===== src/rtl/ltx_pkg.sv =====
`timescale 1ns/1ps
package ltx_pkg;

    localparam int LTX_DW = 8;

    typedef enum logic [1:0] {
        CTL_IDLE  = 2'b00,
        CTL_HOLD  = 2'b01,
        CTL_XMIT  = 2'b10,
        CTL_GRANT = 2'b11
    } ctl_e;

    typedef enum logic [1:0] {
        SPD_S100 = 2'd0,
        SPD_S200 = 2'd1,
        SPD_S400 = 2'd2,
        SPD_RSV  = 2'd3
    } spd_e;

    typedef enum logic [2:0] {
        ST_WAIT,   // released, watching for a grant
        ST_PRE,    // bus shows the optional idle
        ST_HOLD,   // bus shows a hold
        ST_DATA,   // bus shows a non-last byte
        ST_LASTB,  // bus shows the last byte
        ST_TERM,   // bus shows the terminator
        ST_TAIL,   // bus shows the trailing idle
        ST_COOL    // released, PHY input ignored
    } st_e;

    typedef struct packed {
        logic              oe;
        ctl_e              ctl;
        logic [LTX_DW-1:0] data;
        logic              err;
    } bus_t;

    typedef struct packed {
        logic              hold;
        logic [LTX_DW-1:0] code;
        logic              refuse;
    } term_t;

    localparam bus_t BUS_OFF = '{oe: 1'b0, ctl: CTL_IDLE, data: '0, err: 1'b0};

    function automatic logic [LTX_DW-1:0] spd_code(spd_e s);
        case (s)
            SPD_S200: spd_code = LTX_DW'(8'h40);
            SPD_S400: spd_code = LTX_DW'(8'h50);
            default:  spd_code = '0;
        endcase
    endfunction

    function automatic logic concat_legal(spd_e cur, spd_e nxt);
        concat_legal = (nxt != SPD_RSV) && !((nxt == SPD_S100) && (cur != SPD_S100));
    endfunction

endpackage


===== src/rtl/ltx_grant_det.sv =====
`timescale 1ns/1ps
module ltx_grant_det
    import ltx_pkg::*;
(
    input  logic       clk,
    input  logic       rst,
    input  logic       arm,
    input  logic [1:0] phy_ctl,
    output logic       take
);
    logic saw_q;

    always_ff @(posedge clk) begin
        if (rst) saw_q <= 1'b0;
        else     saw_q <= arm && (phy_ctl == CTL_GRANT);
    end

    assign take = arm && saw_q && (phy_ctl == CTL_IDLE);
endmodule


===== src/rtl/ltx_hold_ctr.sv =====
`timescale 1ns/1ps
module ltx_hold_ctr #(
    parameter int MAX_HOLD = 47
) (
    input  logic clk,
    input  logic rst,
    input  logic inc,
    output logic at_max
);
    localparam int CW = $clog2(MAX_HOLD + 1);
    logic [CW-1:0] cnt_q;

    always_ff @(posedge clk) begin
        if (rst || !inc) cnt_q <= '0;
        else             cnt_q <= cnt_q + 1'b1;
    end

    assign at_max = (cnt_q == CW'(MAX_HOLD));
endmodule


===== src/rtl/ltx_term_sel.sv =====
`timescale 1ns/1ps
module ltx_term_sel
    import ltx_pkg::*;
(
    input  logic  req,
    input  logic  ms_en,
    input  spd_e  cur,
    input  spd_e  nxt,
    output term_t dec
);
    always_comb begin
        dec = '{hold: 1'b0, code: '0, refuse: 1'b0};
        if (req) begin
            if (ms_en && !concat_legal(cur, nxt)) begin
                dec.refuse = 1'b1;
            end else begin
                dec.hold = 1'b1;
                dec.code = ms_en ? spd_code(nxt) : '0;
            end
        end
    end
endmodule


===== src/rtl/link_tx_seq.sv =====
`timescale 1ns/1ps
module link_tx_seq
    import ltx_pkg::*;
#(
    parameter int MAX_HOLD = 47
) (
    input  logic              clk,
    input  logic              rst,
    input  logic [1:0]        phy_ctl,
    output logic [1:0]        lnk_ctl,
    output logic [LTX_DW-1:0] lnk_data,
    output logic              lnk_oe,
    input  logic              ms_en,
    input  logic [1:0]        pkt_spd,
    input  logic              tx_valid,
    input  logic [LTX_DW-1:0] tx_byte,
    input  logic              tx_last,
    output logic              tx_ready,
    input  logic              cat_req,
    input  logic [1:0]        cat_spd,
    output logic              tx_err
);
    st_e   st_q, st_d;
    bus_t  out_q, out_d;
    term_t dec, dec_q;
    logic  take, arm, hold_inc, at_max, accept;
    st_e   after_byte;

    assign arm = (st_q == ST_WAIT);

    ltx_grant_det u_gnt (
        .clk     (clk),
        .rst     (rst),
        .arm     (arm),
        .phy_ctl (phy_ctl),
        .take    (take)
    );

    ltx_hold_ctr #(.MAX_HOLD(MAX_HOLD)) u_hold (
        .clk    (clk),
        .rst    (rst),
        .inc    (hold_inc),
        .at_max (at_max)
    );

    ltx_term_sel u_term (
        .req   (cat_req),
        .ms_en (ms_en),
        .cur   (spd_e'(pkt_spd)),
        .nxt   (spd_e'(cat_spd)),
        .dec   (dec)
    );

    assign tx_ready   = take || (st_q inside {ST_PRE, ST_HOLD, ST_DATA});
    assign accept     = tx_ready && tx_valid;
    assign after_byte = tx_last ? ST_LASTB : ST_DATA;

    always_comb begin
        st_d     = st_q;
        out_d    = BUS_OFF;
        hold_inc = 1'b0;
        case (st_q)
            ST_WAIT: begin
                if (take) begin
                    out_d.oe = 1'b1;
                    if (tx_valid) begin
                        out_d.ctl  = CTL_XMIT;
                        out_d.data = tx_byte;
                        st_d       = after_byte;
                    end else begin
                        st_d = ST_PRE;
                    end
                end
            end
            ST_PRE, ST_HOLD: begin
                out_d.oe = 1'b1;
                if (tx_valid) begin
                    out_d.ctl  = CTL_XMIT;
                    out_d.data = tx_byte;
                    st_d       = after_byte;
                end else if ((st_q == ST_HOLD) && at_max) begin
                    st_d = ST_TERM;
                end else begin
                    out_d.ctl = CTL_HOLD;
                    hold_inc  = 1'b1;
                    st_d      = ST_HOLD;
                end
            end
            ST_DATA: begin
                out_d.oe = 1'b1;
                if (tx_valid) begin
                    out_d.ctl  = CTL_XMIT;
                    out_d.data = tx_byte;
                    st_d       = after_byte;
                end else begin
                    out_d.err = 1'b1;
                    st_d      = ST_TERM;
                end
            end
            ST_LASTB: begin
                out_d.oe   = 1'b1;
                out_d.ctl  = dec_q.hold ? CTL_HOLD : CTL_IDLE;
                out_d.data = dec_q.code;
                out_d.err  = dec_q.refuse;
                hold_inc   = dec_q.hold;
                st_d       = ST_TERM;
            end
            ST_TERM: begin
                out_d.oe = 1'b1;
                st_d     = ST_TAIL;
            end
            ST_TAIL: st_d = ST_COOL;
            ST_COOL: st_d = ST_WAIT;
            default: st_d = ST_WAIT;
        endcase
    end

    always_ff @(posedge clk) begin
        if (rst) begin
            st_q  <= ST_WAIT;
            out_q <= BUS_OFF;
            dec_q <= '{hold: 1'b0, code: '0, refuse: 1'b0};
        end else begin
            st_q  <= st_d;
            out_q <= out_d;
            if (accept && tx_last) dec_q <= dec;
        end
    end

    assign lnk_oe   = out_q.oe;
    assign lnk_ctl  = out_q.ctl;
    assign lnk_data = out_q.data;
    assign tx_err   = out_q.err;
endmodule


===== config.mk =====
export PLATFORM = sky130hd
export DESIGN_NAME = link_tx_seq
export DESIGN_NICKNAME = d
export VERILOG_FILES = /design/src/rtl/ltx_pkg.sv /design/src/rtl/ltx_grant_det.sv /design/src/rtl/ltx_hold_ctr.sv /design/src/rtl/ltx_term_sel.sv /design/src/rtl/link_tx_seq.sv
export SDC_FILE = /design/constraint.sdc
export NUM_CORES = 1
export LEC_CHECK = 0
export BUFFER_PORTS_ARGS = -buffer_cell sky130_fd_sc_hd__buf_2
export CAP_MARGIN = 40
export CORE_AREA = 2 2 44 56
export CTS_BUF_LIST = sky130_fd_sc_hd__clkbuf_2 sky130_fd_sc_hd__clkbuf_4 sky130_fd_sc_hd__clkbuf_8
export DETAILED_ROUTE_END_ITERATION = 10
export DIE_AREA = 0 0 46 58
export PLACE_DENSITY = 0.86
export SYNTH_ARGS = -nofsm -noshare
export SYNTH_HDL_FRONTEND = slang
export SYNTH_SLANG_ARGS = --single-unit

===== constraint.sdc =====
create_clock -name clk -period 2.6 [get_ports clk]
set_clock_uncertainty 0.1 [all_clocks]
set_input_delay 0.26 -clock clk [delete_from_list [all_inputs] [get_ports clk]]
set_output_delay 0.26 -clock clk [all_outputs]
set_load 0.02 [all_outputs]

Word-level counts from Yosys, hierarchy flattened
Cells that the tools add are included.
Storage, ports and cells
  flip-flop bits (word level): 32
  output and inout port bits: 13
  input port bits: 20
Operators by class
  add/subtract/negate cells: 1
  multiplexer cells: 25
  reductions and logical operators: 21
  equality and inequality tests: 13
Operators by type and width (number)
  $pmux W10 S4: 1
  $pmux W3 S7: 1
  $mux W10: 2
  $mux W3: 6
  $pmux W7 S2: 1
  $eq A3 B3 Y1 const B: 4
  $mux W11: 1
  $logic_and A1 B1 Y1: 9
  $mux W9: 1
  $mux W8: 1
  $mux W7: 1
  $add A6 B1 Y6 const B: 1
  $eq A3 B2 Y1 const B: 2
  $eq A6 B6 Y1 const B: 1
  $mux W1: 6
  $pmux W1 S2: 3
  $reduce_or A5 Y1: 1
  $eq A2 B2 Y1 const B: 2
  $logic_not A2 Y1: 2
  $ne A2 B2 Y1 const B: 2
  $eq A3 B1 Y1 const B: 1
  $logic_not A1 Y1: 3
  $logic_not A3 Y1: 1
  $reduce_bool A3 Y1: 1
  5 further kinds: 6

Logic depth before layout (Yosys ltp)
Gate-level depths: netlist of run 1.
  depth in word-level cells: 8
  gate-level depth with buffers: 6

Hierarchy
Synthesis of run 1 repeated with hierarchy kept, for this count alone.
Second synthesis, totals
  cells, all modules: 164
  area total of the unflattened synthesis: 1541.5 um^2
Modules (own cells, without submodules)
  link_tx_seq: cells each 116, instances 1, area an instance 1089.8 um^2
  ltx_hold_ctr: cells each 25, instances 1, area an instance 230.2 um^2
  ltx_term_sel: cells each 20, instances 1, area an instance 178.9 um^2
  ltx_grant_det: cells each 3, instances 1, area an instance 42.5 um^2

Least setup slack after synthesis of run 1
OpenSTA, ideal clock, no wires.
  path type: register -> register
  start point: register u_hold.cnt_q[0]
  end point: register u_hold.cnt_q[2]
  path slack: 1074 ps
  data arrival time: 1294 ps
  cell stages (with the launch flop): 6
  data required time: 2368 ps
  cells stage by stage: dfxtp_1 > ha_1 > nand4_1 > or4_4 > a22oi_4 > nor3_1
On the way
  word-level cells in the longest chain between the ends: 7
  elaborated cells on any way between the ends: 8
  classes of those cells: add/sub: 1; eq/ne: 1; mux: 3; reduce/logical: 3
Ends and longest elaborated chain
  start: declaration: RTL line ltx_hold_ctr.sv:11  | logic [CW-1:0] cnt_q;
  start signal: assignment: RTL line ltx_hold_ctr.sv:15  | else cnt_q <= cnt_q + 1'b1;
  $eq A6 B6 Y1: RTL line ltx_hold_ctr.sv:18  | assign at_max = (cnt_q == CW'(MAX_HOLD));
  $logic_and A1 B1 Y1: RTL line link_tx_seq.sv:81  | end else if ((st_q == ST_HOLD) && at_max) begin
  $mux W1: RTL line link_tx_seq.sv:81
  $mux W1: RTL line link_tx_seq.sv:77  | if (tx_valid) begin
  $pmux W1 S2: RTL line link_tx_seq.sv:62  | case (st_q)
  $logic_not A1 Y1: RTL line ltx_hold_ctr.sv:14  | if (rst || !inc) cnt_q <= '0;
  $logic_or A1 B1 Y1: RTL line ltx_hold_ctr.sv:14
Parallel ways exist; a longest one is shown, timed or not.
A chain may end at the register's enable or synchronous reset.

Worst setup path in the final report of run 1
  start point: register st_q[1]
  end point: output tx_ready
On the way
  word-level cells in the longest chain between the ends: 4
  elaborated cells on any way between the ends: 8
  classes of those cells: eq/ne: 3; reduce/logical: 5
Ends and longest elaborated chain
  start: declaration: RTL line link_tx_seq.sv:23  | st_e st_q, st_d;
  start signal: assignment: RTL line link_tx_seq.sv:124  | st_q <= st_d;
  branches (longest 3 deep; another with $eq A3 B1 Y1)
  $logic_or A1 B1 Y1 *: RTL line link_tx_seq.sv:54  | assign tx_ready = take || (st_q inside {ST_PRE, ST_HOLD, ST_DATA});
  end: declaration: RTL line link_tx_seq.sv:18  | output logic tx_ready,
Every way passes the cells marked *.

==> impl_metrics.ini, run 1 <==
[place]
dpl_worst_slack_ns = 0.862
gp_congestion = 0.816
dp_cells = 162
dp_hpwl_um = 1760
placed_area_um2 = 1300
portBuffers = 32

[worst_hold_path]
hp-start = tx_byte[5]
whs_path_depth = 2
hold_path.class = input pin to register
whs_endpoint = lnk_data[5]$_SDFF_PP0_

[synthesis]
synth_edf_count = 0
synth.area.top_cells = dfxtp_1 (46%), ha_1 (4.4%), and2_1 (3.8%)
synth.largest_area_cell = dfxtp_1
synth_cell_types = 38
ys_ff_latch = 26
syn_avg_cell_area_um2 = 10.1
synth-main-ff-cell = dfxtp_1
seq_area_frac_synth_pct = 45.7
syn_nets = 137
ys_warn_count = 0
synthTopCellsByCount = dfxtp_1 (26), nor3_1 (8), and2_1 (7)
synth_top_area_share_pct = 45.7
post-synth-top-count-cell = dfxtp_1
netlist_instances = 113
netlist_area_um2 = 1140
synthArstFlopShare_pct = 0

[setup_path]
r2r.worst_path.cells = 4
critPathMaxFanout = 9
cp-start-kind = register
path_buf_inv = 1
critPathMaxStageDelay_ns = 0.54
crit_chain = nor3_1 > nor2_1 > buf_2
rr_startpoint = st_q[2]$_SDFFE_PP0P_
path_class = register to output pin
endpoint_kind = output pin
ff2ff_setup_slack_ns = 0.82
worstPathRequired_ns = 2.24
critical_path_arrival_ns = 1.57
rr_endpoint = st_q[2]$_SDFFE_PP0P_
cp_top_family = simple AND/OR/NAND/NOR gates
crit_slowest_cell = nor3_1

[pwr]
p_sw_mw = 0.159
combPwrFrac_pct = 9.9
power_leakage_nw = 0.570
max-vdd-ir-drop_uv = 299
p_per_area_nw_per_um2 = 506
pwr-share-clk_pct = 29.9
p_int_mw = 0.518
swShare_pct = 23.5
seq_power_share_pct = 60.3

[route]
finalWirelength_um = 2300
drc_errors = 0
first_pass_iters = 4
avgRoutedWirePerCell_um = 13.9
num_vias = 917
viasPerCell = 5.52
drtIter0Drc = 26
ant_nets = 0

[timing]
max_slew_margin_pct = 61.2
fin_crit_sh_pct = 74.1
hold_viol_final = 0
fin_crit_ns = 1.93
rsz0062_at_grt = false
tightest_slew_ns = 0.577
slew_viol_final = 0
setup_viol = 0
totalNegativeSetupSlack_ns = 0
max_freq_ghz = 0.519
worst_slack_ns = 0.673

[layout]
syn2layout_area_growth_pct = 17.3
nets = 170
drive_above_1_share_pct = 29.7
fin_area_um2 = 1340
regArea_um2 = 520
layoutNonFillerInstCount = 166
multiInputGateArea_um2 = 579
n_antenna_cell = 0
n_fill_cell = 199

[global_routing]
first_global_vias = 913
grtUsageTotal_pct = 19.1
antenna_found_initial = 0
grt_pass1_wl_um = 3710
grt_max_degree = 16
globalRouteOverflowTotal = 0

[floorplanning]
die_h_um = 58
core_area_um2 = 2140
num_io_pins = 33
num_rows = 19
die-area_um2 = 2670
start_util_pct = 53.3
die_width_um = 46

[status]
outcome = completed

[clock_network]
path_clk_slew_ns = 0.14
cts_setup_buffers = 0
cts.repair.resized = 0
cts_tree = yes
clkSinkCount = 26
cts_buffers = 3
cts_max_level = 1
clk_latency_ns = 0.33
clock-root-buffer = clkbuf_4
cts_max_path_buffers = 2
ctsHoldBuffers = 0

[job]
max-cap-violations = 0
flip-flops by register name, summed over array words and instances (netlist names):
register      flops
tx_err            1
u_hold.cnt_q      6
lnk_ctl           2
st_q              3
dec_q             4
lnk_oe            1
lnk_data          8
u_gnt.saw_q       1
power by group through the flow:
stage	sequential, mW	combinational [mW]	clock [mW]
floorplan	0.417	0.0370	0
global placement	0.417	0.0633	0
detailed placement	0.417	0.0663	0
CTS	0.408	0.0666	0.207
global route	0.409	0.0728	0.222
finish	0.408	0.0667	0.202
area by class of cell:
| type | count | share of cell area [%] |
|---|---|---|
| multi-input cells | 79 | 43.3 |
| clock buffers | 4 | 2.71 |
| flip-flops and latches | 26 | 38.9 |
| well taps | 21 | 1.96 |
| inverters | 4 | 1.12 |
| repair buffers | 32 | 12.0 |
logic make-up after synthesis:
kind of cell             after synthesis  share of synthesized area, %
AO/OA/AOI/OAI                         20                          14.5
XOR/XNOR                               6                          4.61
adder cells (fa/ha/maj)                4                          4.39
buffers and inverters                  8                          3.51
flip-flops                            26                          45.7
AND/OR/NAND/NOR                       49                          27.3
cell usage in the layout, fill, tap and decap left out:
master / instances
buf_2: 32
dfxtp_1: 26
nor3_1: 8
and2_1: 7
nor2_1: 5
nand3_1: 5
nand2_1: 5
a21oi_1: 5
inv_1: 4
xnor2_1: 4
ha_1: 4
nor3b_1: 3
o21ai_0: 3
nand2b_1: 3
clkbuf_4: 3
xor2_1: 2
nor2b_1: 2
nor4_1: 2
o21a_1: 2
a32o_1: 2
nand2b_4: 1
nand4_1: 1
or4_4: 1
a22oi_4: 1
and3_1: 1
o32ai_1: 1
or3_1: 1
o21ai_1: 1
nor4bb_1: 1
a211oi_1: 1
nor3_2: 1
nor4b_4: 1
or3b_4: 1
a211oi_4: 1
a2bb2oi_1: 1
o21ba_1: 1
o2111ai_1: 1
clkbuf_8: 1
per-stage QoR:
step                      total power [mW]  hold WS (ns)  util [%]
final                                0.677        0.0277      62.5
after global routing                 0.704        0.0236      62.5
after CTS                            0.681        0.0235      62.5
after detailed placement             0.483         0.353      60.8
after global placement               0.480         0.335      60.8
after floorplan                      0.454         0.236         -
worst max-delay path by stage:
| stage | cells past startpoint | from | slack, ns | to |
|---|---|---|---|---|
| floorplan | 5 | u_hold.cnt_q[0]$_SDFF_PP0_ | 1.07 | u_hold.cnt_q[2]$_SDFF_PP0_ |
| global placement | 4 | st_q[2]$_SDFFE_PP0P_ | 0.91 | u_hold.cnt_q[5]$_SDFF_PP0_ |
| detailed placement | 4 | st_q[2]$_SDFFE_PP0P_ | 0.86 | u_hold.cnt_q[5]$_SDFF_PP0_ |
| CTS | 3 | st_q[1]$_SDFFE_PP0P_ | 0.72 | tx_ready |
| global route | 3 | st_q[1]$_SDFFE_PP0P_ | 0.62 | tx_ready |
| finish | 3 | st_q[1]$_SDFFE_PP0P_ | 0.67 | tx_ready |
layer usage:
metal | GRT usage, % | wire [um] | part of all wire, % | vias up
met5 | 0 | 0 | 0 | -
met4 | 9.80 | 34 | 1.5 | 0
met3 | 3.12 | 135 | 5.9 | 4
met2 | 34.5 | 1260 | 55 | 35
met1 | 20.1 | 876 | 38 | 417
li1 | - | - | - | 461
Power figures use the tool's default switching activity.
==> inputs of run 2 (changes only) <==
- CORE_AREA: 2 2 44 56 -> 2 2 48 61
- DIE_AREA: 0 0 46 58 -> 0 0 50 63
- PLACE_DENSITY: 0.86 -> 0.77
- clock period: 2.6 -> 1.5 ns (I/O delays scaled with it)
==> run 2 against run 1 <==
The run now ends with setup timing left. Die area is 18% higher. Routed wire length is 19% higher. Hold slack better by 0.029 ns. Sequential power is 73% higher. Clock-buffer cell count is 1 lower. Clock power is 140% higher. Design area is 24% higher. Register-to-register slack worse by 0.89 ns. Non-clock buffer count is 26 higher. Sequential cell count stayed put. Critical path type is now register to register. Via count is 17% higher.
==> impl_metrics.ini, run 2 (synthesis gave the netlist of run 1 again) <==
[status]
outcome = finished with violations
violations = setup timing

[timing]
totalNegativeSetupSlack_ns = -0.600
setup_viol = 13
hold_viol_final = 0
fin_crit_sh_pct = 105
tightest_slew_ns = 0.344
fin_crit_ns = 1.57
worst_slack_ns = -0.0735
rsz0062_at_grt = true
slew_viol_final = 0
max_slew_margin_pct = 76.9
max_freq_ghz = 0.636
timing.hold.ws_ns = 0.0566

[global_routing]
globalRouteOverflowTotal = 0
antenna_found_initial = 0
grt_pass1_wl_um = 4710
grtUsageTotal_pct = 19.1
first_global_vias = 1114
met2_usage_pct = 37.3
grtUsageMet3_pct = 2.63
grt_util_met1_pct = 18.6
top_usage_layer = met2
grt_max_degree = 16

[layout]
n_antenna_cell = 0
fin_area_um2 = 1660
nets = 196
drive_above_1_share_pct = 40.9
fin_util_pct = 63.8
final_cell_mix = buf_2 (31), dfxtp_1 (21), buf_4 (15)
layout_commonest_cell = buf_2
largest_reg_flops = 8
syn2layout_area_growth_pct = 45.7

[pwr]
p_int_mw = 1.06
swShare_pct = 22.0
pwr-share-clk_pct = 35.4
p_sw_mw = 0.298
combPwrFrac_pct = 12.4
p_per_area_nw_per_um2 = 816
seq_power_share_pct = 52.2
max-vdd-ir-drop_uv = 555
power_leakage_nw = 0.721

[route]
first_pass_iters = 4
avgRoutedWirePerCell_um = 13.4
viasPerCell = 5.22
finalWirelength_um = 2750
drc_errors = 0
drtIter0Drc = 16
ant_nets = 0
num_vias = 1070

[place]
placed_area_um2 = 1410
portBuffers = 32
gp_congestion = 0.823
dp_hpwl_um = 1880

[floorplanning]
die_h_um = 63
num_rows = 21
die-area_um2 = 3150
start_util_pct = 43.8
core_area_um2 = 2600
num_io_pins = 33
die_width_um = 50

[setup_path]
path_buf_inv = 0
endpoint_kind = register
path_class = register to register
cp_top_family = simple AND/OR/NAND/NOR gates
critPathMaxFanout = 7
critPathMaxStageDelay_ns = 0.52
crit_slowest_cell = or4_4
critical_path_arrival_ns = 1.69
ff2ff_setup_slack_ns = -0.07
rr_startpoint = st_q[2]$_SDFFE_PP0P_
worstPathRequired_ns = 1.62
crit_chain = nand2b_4 > or4_4 > a22oi_4 > nor3_1
r2r.worst_path.cells = 4
cp-start-kind = register
rr_endpoint = u_hold.cnt_q[4]$_SDFF_PP0_

[job]
max-cap-violations = 0

[clock_network]
path_clk_slew_ns = 0.14
clk_latency_ns = 0.32
cts_tree = yes
cts_max_path_buffers = 2
cts_max_level = 1
cts_buffers = 3
clkSinkCount = 26
clock-root-buffer = clkbuf_4

[worst_hold_path]
whs_path_depth = 2
hold_path.class = input pin to register
hp-start = rst
whs_endpoint = lnk_ctl[0]$_SDFF_PP0_
[run 2: how the worst max path moves through the flow]
| stage | from | endpoint | slack, ns | cells after the start |
|---|---|---|---|---|
| 3_5_place_dp | st_q[1]$_SDFFE_PP0P_ | u_hold.cnt_q[4]$_SDFF_PP0_ | -0.08 | 5 |
| 3_3_place_gp | st_q[1]$_SDFFE_PP0P_ | u_hold.cnt_q[2]$_SDFF_PP0_ | -0.03 | 4 |
| 6_report | st_q[2]$_SDFFE_PP0P_ | u_hold.cnt_q[4]$_SDFF_PP0_ | -0.07 | 4 |
| 5_1_grt | u_hold.cnt_q[0]$_SDFF_PP0_ | u_hold.cnt_q[5]$_SDFF_PP0_ | -0.12 | 5 |
| 2_1_floorplan | u_hold.cnt_q[1]$_SDFF_PP0_ | u_hold.cnt_q[2]$_SDFF_PP0_ | 0.02 | 5 |
| 4_1_cts | u_hold.cnt_q[0]$_SDFF_PP0_ | u_hold.cnt_q[4]$_SDFF_PP0_ | -0.07 | 5 |
[run 2: layout make-up]
type	instances	area (um^2)
fill	198	941
multi-input combinational	79	633
tap	34	42.5
clock inverter	1	30.0
timing repair buffer	58	390
clock buffer	3	22.5
sequential	26	527
inverter	4	15.0
[run 2: stage by stage]
step / instances / worst slack (ns) / total power [mW]
after floorplan: 113 / 0.0237 / 0.788
after global placement: 186 / -0.0277 / 0.841
after global routing: 205 / -0.125 / 1.40
after detailed placement: 186 / -0.0797 / 0.845
after CTS: 202 / -0.0704 / 1.35
final: 205 / -0.0735 / 1.35
[run 2: layer usage]
metal / routed length, um / share of wire [%]
met2: 1470 / 53
met1: 1100 / 40
met3: 110 / 4.0
met5: 0 / 0
met4: 63 / 2.3
[run 2: repair_timing]
item | in CTS | in global routing
hold buffers | 12 | 0
cloned | 0 | 0
endpoints found under the setup margin | 18 | 17
buffers inserted | 0 | 3
hold endpoints to repair | 11 | 0
gates resized for setup | 9 | 6
pin swaps | 3 | 4
[run 2: power by group through the flow]
stage	Sequential [mW]	Clock [mW]	Combinational [mW]
floorplan	0.724	0	0.0642
global placement	0.720	0	0.121
detailed placement	0.720	0	0.125
CTS	0.707	0.484	0.154
global route	0.709	0.514	0.182
finish	0.707	0.479	0.168
